[src/rtl/ssp_pkg.sv]
`timescale 1ns/1ps
package ssp_pkg;

    typedef enum logic [1:0] {
        ST_IDLE,
        ST_HIGH,
        ST_LOW,
        ST_DONE
    } ssp_state_e;

    typedef enum logic [1:0] {
        SRC_NONE,
        SRC_TIMER,
        SRC_SYS,
        SRC_EXT
    } ssp_src_e;

    // Clock source selected by the three-bit mode field.
    function automatic ssp_src_e src_of(input logic [2:0] m);
        ssp_src_e s;
        unique case (m)
            3'b000:                  s = SRC_NONE;
            3'b001, 3'b100, 3'b101:  s = SRC_TIMER;
            3'b010, 3'b110:          s = SRC_SYS;
            default:                 s = SRC_EXT;
        endcase
        return s;
    endfunction

    function automatic logic is_free(input logic [2:0] m);
        return (m == 3'b100);
    endfunction

    function automatic logic is_out(input logic [2:0] m);
        return m[2];
    endfunction

endpackage

[src/rtl/ssp_edge_sync.sv]
`timescale 1ns/1ps
module ssp_edge_sync #(
    parameter int STAGES = 2
) (
    input  logic clk,
    input  logic rst_n,
    input  logic pin,
    output logic rise,
    output logic fall
);
    localparam int LAST = STAGES - 1;

    logic [STAGES-1:0] sync_q;
    logic              prev_q;

    generate
        for (genvar g = 0; g < STAGES; g++) begin : g_stage
            if (g == 0) begin : g_first
                always_ff @(posedge clk or negedge rst_n) begin
                    if (!rst_n) sync_q[g] <= 1'b1;
                    else        sync_q[g] <= pin;
                end
            end else begin : g_next
                always_ff @(posedge clk or negedge rst_n) begin
                    if (!rst_n) sync_q[g] <= 1'b1;
                    else        sync_q[g] <= sync_q[g-1];
                end
            end
        end
    endgenerate

    always_ff @(posedge clk or negedge rst_n) begin
        if (!rst_n) prev_q <= 1'b1;
        else        prev_q <= sync_q[LAST];
    end

    always_comb begin
        rise = sync_q[LAST] & ~prev_q;
        fall = ~sync_q[LAST] & prev_q;
    end

    // A detected edge must leave the synchronised level it announces
    AST_EDGE_LEVEL: assert property (@(posedge clk) disable iff (!rst_n)
        rise |=> prev_q);

endmodule

[src/rtl/ssp_seq.sv]
`timescale 1ns/1ps
module ssp_seq
    import ssp_pkg::*;
#(
    parameter int DATA_W = 8
) (
    input  logic       clk,
    input  logic       rst_n,
    input  logic [2:0] mode_sel,
    input  logic       access,
    input  logic       timer_tick,
    input  logic       ext_rise,
    input  logic       ext_fall,
    output logic       ev_fall,
    output logic       ev_rise,
    output logic       sclk_o,
    output logic       sclk_oe,
    output logic       xfer_done
);
    localparam int              CNT_W    = (DATA_W > 1) ? $clog2(DATA_W) : 1;
    localparam logic [CNT_W-1:0] CNT_LAST = CNT_W'(DATA_W - 1);

    ssp_state_e       state_q, state_d;
    logic [CNT_W-1:0] cnt_q, cnt_d;
    ssp_src_e         src;
    logic             free_run;
    logic             step_int;
    logic             fall_ok;
    logic             rise_ok;
    logic             go_fall;
    logic             go_rise;

    always_comb begin
        src      = src_of(mode_sel);
        free_run = is_free(mode_sel);
        step_int = (src == SRC_SYS) | ((src == SRC_TIMER) & timer_tick);
        fall_ok  = (src == SRC_EXT) ? ext_fall : step_int;
        rise_ok  = (src == SRC_EXT) ? ext_rise : step_int;
    end

    // Next-state logic: disable, start, fall, rise, finish
    always_comb begin
        state_d = state_q;
        cnt_d   = cnt_q;
        go_fall = 1'b0;
        go_rise = 1'b0;
        if (src == SRC_NONE) begin
            state_d = ST_IDLE;
            cnt_d   = '0;
        end else if (access) begin
            state_d = ST_HIGH;
            cnt_d   = '0;
        end else begin
            unique case (state_q)
                ST_IDLE, ST_DONE: begin
                    state_d = state_q;
                end
                ST_HIGH: begin
                    if (fall_ok) begin
                        state_d = ST_LOW;
                        go_fall = 1'b1;
                    end
                end
                ST_LOW: begin
                    if (rise_ok) begin
                        go_rise = 1'b1;
                        cnt_d   = (cnt_q == CNT_LAST) ? '0 : cnt_q + 1'b1;
                        if (cnt_q == CNT_LAST && !free_run) state_d = ST_DONE;
                        else                                state_d = ST_HIGH;
                    end
                end
                default: state_d = ST_IDLE;
            endcase
        end
    end

    // State register
    always_ff @(posedge clk or negedge rst_n) begin
        if (!rst_n) begin
            state_q <= ST_IDLE;
            cnt_q   <= '0;
        end else begin
            state_q <= state_d;
            cnt_q   <= cnt_d;
        end
    end

    // Outputs
    always_comb begin
        sclk_o    = (state_q != ST_LOW);
        sclk_oe   = (src == SRC_TIMER) || (src == SRC_SYS);
        xfer_done = (state_q == ST_DONE);
        ev_fall   = go_fall;
        ev_rise   = go_rise;
    end

    AST_ACCESS_CLEARS: assert property (@(posedge clk) disable iff (!rst_n)
        access |=> !xfer_done);

    AST_DONE_STAYS: assert property (@(posedge clk) disable iff (!rst_n)
        (xfer_done && !access && src != SRC_NONE) |=> (xfer_done && sclk_o));

    AST_FREE_NO_DONE: assert property (@(posedge clk) disable iff (!rst_n)
        (free_run && !xfer_done) |=> !xfer_done);

    AST_OFF_QUIET: assert property (@(posedge clk) disable iff (!rst_n)
        (src == SRC_NONE) |=> (sclk_o && !xfer_done));

    AST_ONE_EDGE: assert property (@(posedge clk) disable iff (!rst_n)
        !(ev_fall && ev_rise));

endmodule

[src/rtl/ssp_shreg.sv]
`timescale 1ns/1ps
module ssp_shreg #(
    parameter int DATA_W = 8
) (
    input  logic              clk,
    input  logic              rst_n,
    input  logic              load,
    input  logic [DATA_W-1:0] wdata,
    input  logic              dir_out,
    input  logic              ev_fall,
    input  logic              ev_rise,
    input  logic              sdat_i,
    output logic [DATA_W-1:0] rdata,
    output logic              sdat_o
);
    localparam int MSB = DATA_W - 1;

    logic [DATA_W-1:0] sreg_q;
    logic              out_q;

    always_ff @(posedge clk or negedge rst_n) begin
        if (!rst_n) begin
            sreg_q <= '0;
            out_q  <= 1'b0;
        end else if (load) begin
            sreg_q <= wdata;
        end else begin
            if (ev_rise && !dir_out) begin
                sreg_q <= {sreg_q[MSB-1:0], sdat_i};
            end
            if (ev_fall && dir_out) begin
                out_q  <= sreg_q[MSB];
                sreg_q <= {sreg_q[MSB-1:0], sreg_q[MSB]};
            end
        end
    end

    always_comb begin
        rdata  = sreg_q;
        sdat_o = out_q;
    end

    AST_HOLD_QUIET: assert property (@(posedge clk) disable iff (!rst_n)
        (!load && !ev_fall && !ev_rise) |=> $stable(sreg_q));

    AST_IN_AT_LSB: assert property (@(posedge clk) disable iff (!rst_n)
        (ev_rise && !dir_out && !load) |=> (sreg_q[0] == $past(sdat_i)));

    AST_OUT_IS_MSB: assert property (@(posedge clk) disable iff (!rst_n)
        (ev_fall && dir_out && !load) |=> (out_q == sreg_q[0]));

endmodule

[src/rtl/serial_shift_port.sv]
`timescale 1ns/1ps
module serial_shift_port
    import ssp_pkg::*;
#(
    parameter int DATA_W      = 8,
    parameter int SYNC_STAGES = 2
) (
    input  logic              clk,
    input  logic              rst_n,
    input  logic [2:0]        mode_sel,
    input  logic              acc_wr,
    input  logic              acc_rd,
    input  logic [DATA_W-1:0] wdata,
    output logic [DATA_W-1:0] rdata,
    input  logic              timer_tick,
    input  logic              sclk_i,
    output logic              sclk_o,
    output logic              sclk_oe,
    input  logic              sdat_i,
    output logic              sdat_o,
    output logic              xfer_done
);
    logic access;
    logic ext_rise;
    logic ext_fall;
    logic ev_fall;
    logic ev_rise;
    logic dir_out;

    always_comb begin
        access  = acc_wr | acc_rd;
        dir_out = is_out(mode_sel);
    end

    ssp_edge_sync #(.STAGES(SYNC_STAGES)) u_sync (
        .clk  (clk),
        .rst_n(rst_n),
        .pin  (sclk_i),
        .rise (ext_rise),
        .fall (ext_fall)
    );

    ssp_seq #(.DATA_W(DATA_W)) u_seq (
        .clk       (clk),
        .rst_n     (rst_n),
        .mode_sel  (mode_sel),
        .access    (access),
        .timer_tick(timer_tick),
        .ext_rise  (ext_rise),
        .ext_fall  (ext_fall),
        .ev_fall   (ev_fall),
        .ev_rise   (ev_rise),
        .sclk_o    (sclk_o),
        .sclk_oe   (sclk_oe),
        .xfer_done (xfer_done)
    );

    ssp_shreg #(.DATA_W(DATA_W)) u_shreg (
        .clk    (clk),
        .rst_n  (rst_n),
        .load   (acc_wr),
        .wdata  (wdata),
        .dir_out(dir_out),
        .ev_fall(ev_fall),
        .ev_rise(ev_rise),
        .sdat_i (sdat_i),
        .rdata  (rdata),
        .sdat_o (sdat_o)
    );

    AST_WRITE_LOADS: assert property (@(posedge clk) disable iff (!rst_n)
        acc_wr |=> (rdata == $past(wdata)));

endmodule

[config.mk]
export PLATFORM = sky130hd
export DESIGN_NAME = serial_shift_port
export DESIGN_NICKNAME = d
export VERILOG_FILES = /design/src/rtl/ssp_pkg.sv /design/src/rtl/ssp_edge_sync.sv /design/src/rtl/ssp_seq.sv /design/src/rtl/ssp_shreg.sv /design/src/rtl/serial_shift_port.sv
export SDC_FILE = /design/constraint.sdc
export NUM_CORES = 1
export LEC_CHECK = 0
export BUFFER_PORTS_ARGS = -buffer_cell sky130_fd_sc_hd__clkbuf_2
export CAP_MARGIN = 20
export CORE_MARGIN = 3
export CORE_UTILIZATION = 45
export CTS_CLUSTER_SIZE = 20
export DETAILED_ROUTE_END_ITERATION = 6
export PLACE_DENSITY_LB_ADDON = 0.05
export SYNTH_ARGS = -nofsm -noshare
export SYNTH_HDL_FRONTEND = slang
export SYNTH_HIERARCHICAL = 1
export SYNTH_SLANG_ARGS = --single-unit
export TNS_END_PERCENT = 50
[constraint.sdc]
create_clock -name clk -period 2.1 [get_ports clk]
set_input_delay 0.21 -clock clk [delete_from_list [all_inputs] [get_ports clk]]
set_output_delay 0.21 -clock clk [all_outputs]
set_load 0.05 [all_outputs]
==> metrics.txt, run 1 <==
Hold Startpoint wdata[0]; H-tree Lvls 1; FF-to-FF path depth 7; initial antenna violation count 0; initial cell density of the core 0.481; Layout Cells excl Fill 173; Via density about 5.2; GPL Wtd Cong about 0.81; RSZ-0062 raised after global routing no; # IOs 30; routed via count 900; Syn Std Cell Area between 1000 and 1500 um2; # diodes 0; Die Span Y 54.9 um; RR Endpoint u_shreg/rdata[3]$_DFFE_PN0P_; Fin Hold WS 0.169 ns; Netlist cell types 34; Crit. Startpoint mode_sel[0]; worst path buffer plus inverter count 3; synth warn 6; Layout Nets 172; CP max FO 4; critical path startpoint category input port; num rows 17; post-layout worst setup margin approximately 0.10 ns; clk slew on worst S/H paths approximately 0.11 ns; clock skew 0.00439 ns; DR WL/cell 13.0 um; filler cell count slightly below 200; Critical Path AT 2.18 ns; Worst-Margin Slew 0.431 ns; Gate Count Post-Synth 99; I/O Buffers 29; Post CTS Setup Buffer Count 0; DP Wirelength 1810 um; Hold Violations, Final 0; largest net degree at the start of global routing 18; Synth-to-Final Area Change 35.3%; clock latency on the worst-skew pair 0.29 ns; critical path's slowest cell mux2_4; Placed Instance Area 1400 um2; Max-cap violations 0; Slew Viols, Final 0; slowest stage delay, CP ~0.30 ns; fin crit share 0.950; routed wire length between 2000 and 2500 um; worst r2r src u_sync/prev_q$_DFF_PN1_; Required @ worst endpoint about 2.3 ns; die area 3010 um2; most frequent CP cell mux2_4; Mapped Nets 125; global-route wire length before repair 3800 um; layout cell share with drive strength beyond 1 0.517; kind of critical path in -> reg; grt ovf 0; Hold Path Stages 3; Iter 0 DRT Violations 7; CP endpoint kind flip-flop; die width 54.9 um; Clock Path Buffers 2; GRT Util Overall 0.174; relative slew slack 0.705; number of global-route vias before repair slightly below 900; leakage 0.000715 uW; Hold Path Class in -> reg; minimum clock period 2.00 ns; DRC 0; CTS tree done; number of nets still failing antenna checks after routing 0; Achievable Freq ~500 MHz; clk sinks 17; sequential element share of the synthesized area 0.399; Placed Instances between 150 and 200; DR pass1 iterations 4; P per Cell Area 673 nW/um2; #FFs+latches synth 17; worst slack at placement -0.199 ns; Crit path max-delay family multiplexers; WHS Endpoint u_shreg/rdata[0]$_DFFE_PN0P_; Num CTS Buffers 3; mean post-synth cell area 10.9 um2; Final Setup Violations 0; clock root buffer clkbuf_4; fin area 1450 um2; status finished clean; critical-path cell list clkbuf_2, nor2_4, nor2_2, inv_1, ha_2, a21o_1, mux2_4, and3_4, nor2b_4, a211oi_4, buf_4, mux2_4; CORE AREA 2230 um2; internal reg-to-reg setup slack 0.16 ns; VDD IR-drop max roughly 0.53 mV
-- worst min-delay path: cells and delay by family --
kind | cells | cell delay (ns)
AOI/OAI and AO/OA | 1 | 0.08
buffers and inverters | 1 | 0.08
and+or+nand+nor | 1 | 0.05
-- final cells by class --
| type | count | area, um2 | area share |
|---|---|---|---|
| Inverter | 9 | 33.8 | 0.0232 |
| Sequential cell | 17 | 429 | 0.295 |
| Clock inverter | 1 | 5.00 | 0.00344 |
| Multi-Input combinational cell | 71 | 666 | 0.458 |
| Clock buffer | 3 | 22.5 | 0.0155 |
| Timing Repair Buffer | 44 | 263 | 0.181 |
| Tap cell | 28 | 35.0 | 0.0241 |
-- power by group --
| part | switching, uW | leakage, uW | total [uW] | internal [uW] |
|---|---|---|---|---|
| Combinational | 249 | 0.000493 | 400 | 151 |
| Clock | 107 | 0.0000177 | 178 | 70.7 |
| Sequential | 29.1 | 0.000205 | 399 | 370 |
-- per-stage QoR --
step	util	TNS (ns)	power, uW
floorplan	-	-0.286	685
global placement	0.628	-0.812	796
detailed placement	0.628	-1.27	802
CTS	0.649	0	987
global route	0.651	0	1040
finish	0.651	0	978
-- timing repair --
action                                 in CTS  in global routing
setup endpoints to repair                   0                  6
hold buffers                                2                  0
resized for setup                           0                  1
endpoints found under the hold margin      15                  0
-- Yosys cell counts --
library cell  count  area (um2)
o31ai_1           1        7.51
a2111oi_0         1        8.76
nor2b_1           2        12.5
nand2_1           9        33.8
nor2_1            5        18.8
and3_1            1        6.26
o221a_1           1        11.3
or2_1             1        6.26
nor3_1            1        5.00
mux2i_1           4        40.0
ha_1              8         100
a211oi_4          1        20.0
a32oi_1           1        8.76
dfstp_2           3        78.8
inv_1             9        33.8
nor3_2            1        10.0
a2111oi_1         1        10.0
dfrtp_1          14         350
and2b_2           1        8.76
nand2b_1          1        6.26
o31a_1            1        8.76
clkbuf_1          1        3.75
and3b_1           1        8.76
a221oi_2          1        15.0
nor2b_2           1        8.76
o21ai_0           6        30.0
o31ai_4           1        21.3
nand3b_1          2        15.0
mux2_2           12         135
o211ai_1          3        22.5
o21ai_1           1        5.00
buf_2             1        5.00
a311o_2           1        11.3
a21o_1            1        7.51
-- sequential cells by signal, indices dropped and copies added, names as in the netlist --
name and cells:
u_sync/sync_q 2, u_seq/cnt_q 3, u_sync/prev_q 1, u_shreg/sdat_o 1, u_shreg/rdata 8, u_seq/state_q 2
-- how the worst max path moves through the flow --
stage / to / slack, ns / depth (start not counted)
after floorplan: u_shreg/rdata[1]$_DFFE_PN0P_ / -0.05 / 10
after global placement: u_shreg/rdata[5]$_DFFE_PN0P_ / -0.14 / 12
after detailed placement: u_shreg/rdata[1]$_DFFE_PN0P_ / -0.20 / 12
after CTS: u_shreg/rdata[3]$_DFFE_PN0P_ / 0.11 / 12
after global routing: u_shreg/rdata[3]$_DFFE_PN0P_ / 0.004 / 12
final: u_shreg/rdata[3]$_DFFE_PN0P_ / 0.10 / 12
-- cells in the final DEF, fill, tap and decap left out, drive strengths merged --
master / synthesis / layout
a32oi: 1 / 1
and3b: 1 / 1
clkbuf: 1 / 32
a221oi: 1 / 1
nand2b: 1 / 1
mux2i: 4 / 4
o31a: 1 / 1
nand3b: 2 / 2
nor3: 2 / 2
o21ai: 7 / 7
a21o: 1 / 1
nor2b: 3 / 3
clkinv: 0 / 1
dfrtp: 14 / 14
nand2: 9 / 9
a211oi: 1 / 1
inv: 9 / 9
o211ai: 3 / 3
o31ai: 2 / 2
a2111oi: 2 / 2
buf: 1 / 13
and3: 1 / 1
and2b: 1 / 1
o221a: 1 / 1
dfstp: 3 / 3
mux2: 12 / 12
nor2: 5 / 5
ha: 8 / 8
a311o: 1 / 1
or2: 1 / 1
dlygate4sd3: 0 / 2
-- logic make-up (layout without fill, tap and decap cells) --
family	Yosys count	in the layout	synth area share
AOI/OAI and AO/OA	21	21	0.175
buffers and inverters	11	57	0.0396
muxes	16	16	0.163
and+or+nand+nor	26	26	0.130
adders and majority gates	8	8	0.0931
DFF	17	17	0.399
-- routing by layer --
| layer | vias up | track usage | routed length, um |
|---|---|---|---|
| li1 | 442 | - | - |
| met1 | 438 | 0.230 | 996 |
| met2 | 18 | 0.289 | 1140 |
| met3 | 2 | 0.0354 | 100 |
| met4 | 0 | 0.0373 | 14 |
| met5 | - | 0 | 0 |
(Power assumes the default switching activity.)
==> run 2: changes to the inputs <==
==> constraint.sdc (replaced) <==
create_clock -name clk -period 2.3 [get_ports clk]
set_input_delay 0.23 -clock clk [delete_from_list [all_inputs] [get_ports clk]]
set_output_delay 0.23 -clock clk [all_outputs]
set_load 0.05 [all_outputs]
==> run 2 against run 1 <==
Against the previous run:
- sequential share of layout area increased by 1.5 points
- flip-flop and latch count unchanged
- first-iteration DRC count increased by 14%
- global-route usage is 1.6 points lower
- clock power is 7% lower
- count of clock-buffer cells in the layout increased by 1
- sequential power down 9.0%
- worst setup slack gained 0.097 ns
- critical path type unchanged
- worst hold slack better by 0.018 ns
==> metrics.txt, run 2 (same netlist as run 1, synthesis figures left out) <==
status finished clean; # IOs 30 (unchanged); Post CTS Setup Buffer Count 0 (unchanged); CORE AREA 2230 um2 (unchanged); max reg flops 8 (unchanged); H-tree Lvls 1 (unchanged); fin area 1380 um2 (-4.9%); routed via count 887 (-1.4%); num rows 17 (unchanged); highest-count cells in the layout ignoring fill and taps clkbuf_2, dfrtp_1, buf_4, mux2_2; FF-to-FF path depth 7 (unchanged); post-layout worst setup margin 0.201 ns (+0.0966 ns); Crit. Startpoint mode_sel[0]; Via density 5.16 (-0.87%); worst r2r src u_sync/prev_q$_DFF_PN1_; Hold Violations, Final 0 (unchanged); DP Wirelength 1750 um (-3.3%); number of global-route vias before repair 834 (-6.8%); commonest non-fill, non-tap cell in the layout clkbuf_2; Achievable Freq 476 MHz; Required @ worst endpoint 2.48 ns (+0.19 ns); CP max FO 4 (unchanged); internal reg-to-reg setup slack 0.31 ns (+0.15 ns); Pwr Total 870 uW (-11%); relative slew slack 0.712 (+0.00642); RR Endpoint u_shreg/rdata[5]$_DFFE_PN0P_; critical path startpoint category input port; P per Cell Area 629 nW/um2 (-6.5%); CTS resizes 0 (unchanged); FF+latch area 429 um2 (unchanged); die width 54.9 um (unchanged); clock root buffer clkbuf_4; Hold Startpoint wdata[0]; GRT Util Overall 0.158 (-0.0163); number of nets still failing antenna checks after routing 0 (unchanged); grt ovf 0 (unchanged); GPL Wtd Cong 0.782 (-3.1%); Clock Path Buffers 2 (unchanged); Placed Instance Area 1340 um2 (-4.7%); filler cell count 211 (+8.8%); clock skew 0.00706 ns (+0.00267 ns); CTS Hold Bufs 1 (-1); Iter 0 DRT Violations 8 (+1); largest net degree at the start of global routing 18 (unchanged); Max-cap violations 0 (unchanged); routed wire length 2180 um (-3.4%); leakage 0.000680 uW (-5.0%); Num CTS Buffers 3 (unchanged); Hold Path Stages 3 (unchanged); kind of critical path in -> reg; DR WL/cell 12.7 um (-2.9%); die area 3010 um2 (unchanged); WHS Endpoint u_shreg/rdata[0]$_DFFE_PN0P_; clk sinks 17 (unchanged); Critical Path AT 2.28 ns (+0.10 ns); clk slew on worst S/H paths 0.11 ns (about the same); clock latency on the worst-skew pair 0.29 ns (about the same); DRC 0 (unchanged); VDD IR-drop max 0.378 mV (-29%); Synth-to-Final Area Change 28.6%; I/O Buffers 29 (unchanged); layout cell share with drive strength beyond 1 0.458 (-0.0589); Hold Path Class in -> reg; CP endpoint kind flip-flop; Worst-Margin Slew 0.420 ns (-0.0105 ns); Core Util, Final 0.619 (-0.0319); Die Span Y 54.9 um (unchanged); Final Setup Violations 0 (unchanged); worst slack at placement -0.117 ns (+0.0816 ns); Slew Viols, Final 0 (unchanged); Layout Nets 171 (-0.58%); RSZ-0062 raised after global routing no; CTS tree done; DR pass1 iterations 4 (unchanged); # diodes 0 (unchanged); initial antenna violation count 0 (unchanged); initial cell density of the core 0.481 (unchanged); global-route wire length before repair 3420 um (-9.8%); fin crit share 0.913; minimum clock period 2.10 ns; area of the multi-input gates 603 um2 (-9.4%)
run 2: cell types whose count changed in the layout (fill, tap and decap cells not counted), moves of 2 or more:
cell     change
mux2_4       -7
ha_1         +2
mux2_2       +7
ha_2         -2
nor2_1       +2
nor2b_4      -2
run 2: through the flow:
stage,TNS [ns],std cells,hold WS (ns)
after global routing,0,172,0.187
final,0,172,0.188
after floorplan,0,99,-0.0656
after detailed placement,-0.648,166,0.194
after CTS,0,171,0.00436
after global placement,-0.371,166,0.191
run 2: worst max-delay path, stage by stage:
cell      delay, ns
clkbuf_2       0.10
nor2_1         0.05
nor2_1         0.13
inv_1          0.08
ha_1           0.24
o31ai_4        0.07
mux2_2         0.37
and3_1         0.17
nor2b_2        0.16
a211oi_4       0.17
buf_4          0.17
mux2_2         0.33
run 2: area by class of cell:
type                       count  area share
clock buffer                   4      0.0190
timing repair buffer          43       0.185
tap                           28      0.0253
sequential                    17       0.310
inverter                       9      0.0244
multi-input combinational     71       0.436
run 2: report_power, final:
part           switching (uW)  internal (uW)  total (uW)
logic                     220            120         340
clock network            99.0           67.3         166
registers                25.2            338         363
run 2: routing by layer:
| metal | GRT usage | part of all wire | wire length [um] | vias up |
|---|---|---|---|---|
| met5 | 0 | 0 | 0 | - |
| met4 | 0.0249 | 0.0055 | 12 | 0 |
| met3 | 0.0327 | 0.034 | 73 | 2 |
| met2 | 0.283 | 0.50 | 1100 | 15 |
| met1 | 0.194 | 0.46 | 994 | 424 |
| li1 | - | - | - | 446 |
run 2: worst max-delay path by stage:
| stage | endpoint | slack [ns] | depth (start not counted) |
|---|---|---|---|
| 6_report | u_shreg/rdata[5]$_DFFE_PN0P_ | 0.20 | 12 |
| 5_1_grt | u_shreg/rdata[3]$_DFFE_PN0P_ | 0.11 | 11 |
| 4_1_cts | u_shreg/rdata[1]$_DFFE_PN0P_ | 0.19 | 12 |
| 3_5_place_dp | u_shreg/rdata[1]$_DFFE_PN0P_ | -0.12 | 12 |
| 3_3_place_gp | u_shreg/rdata[4]$_DFFE_PN0P_ | -0.07 | 11 |
| 2_1_floorplan | u_shreg/rdata[1]$_DFFE_PN0P_ | 0.03 | 10 |
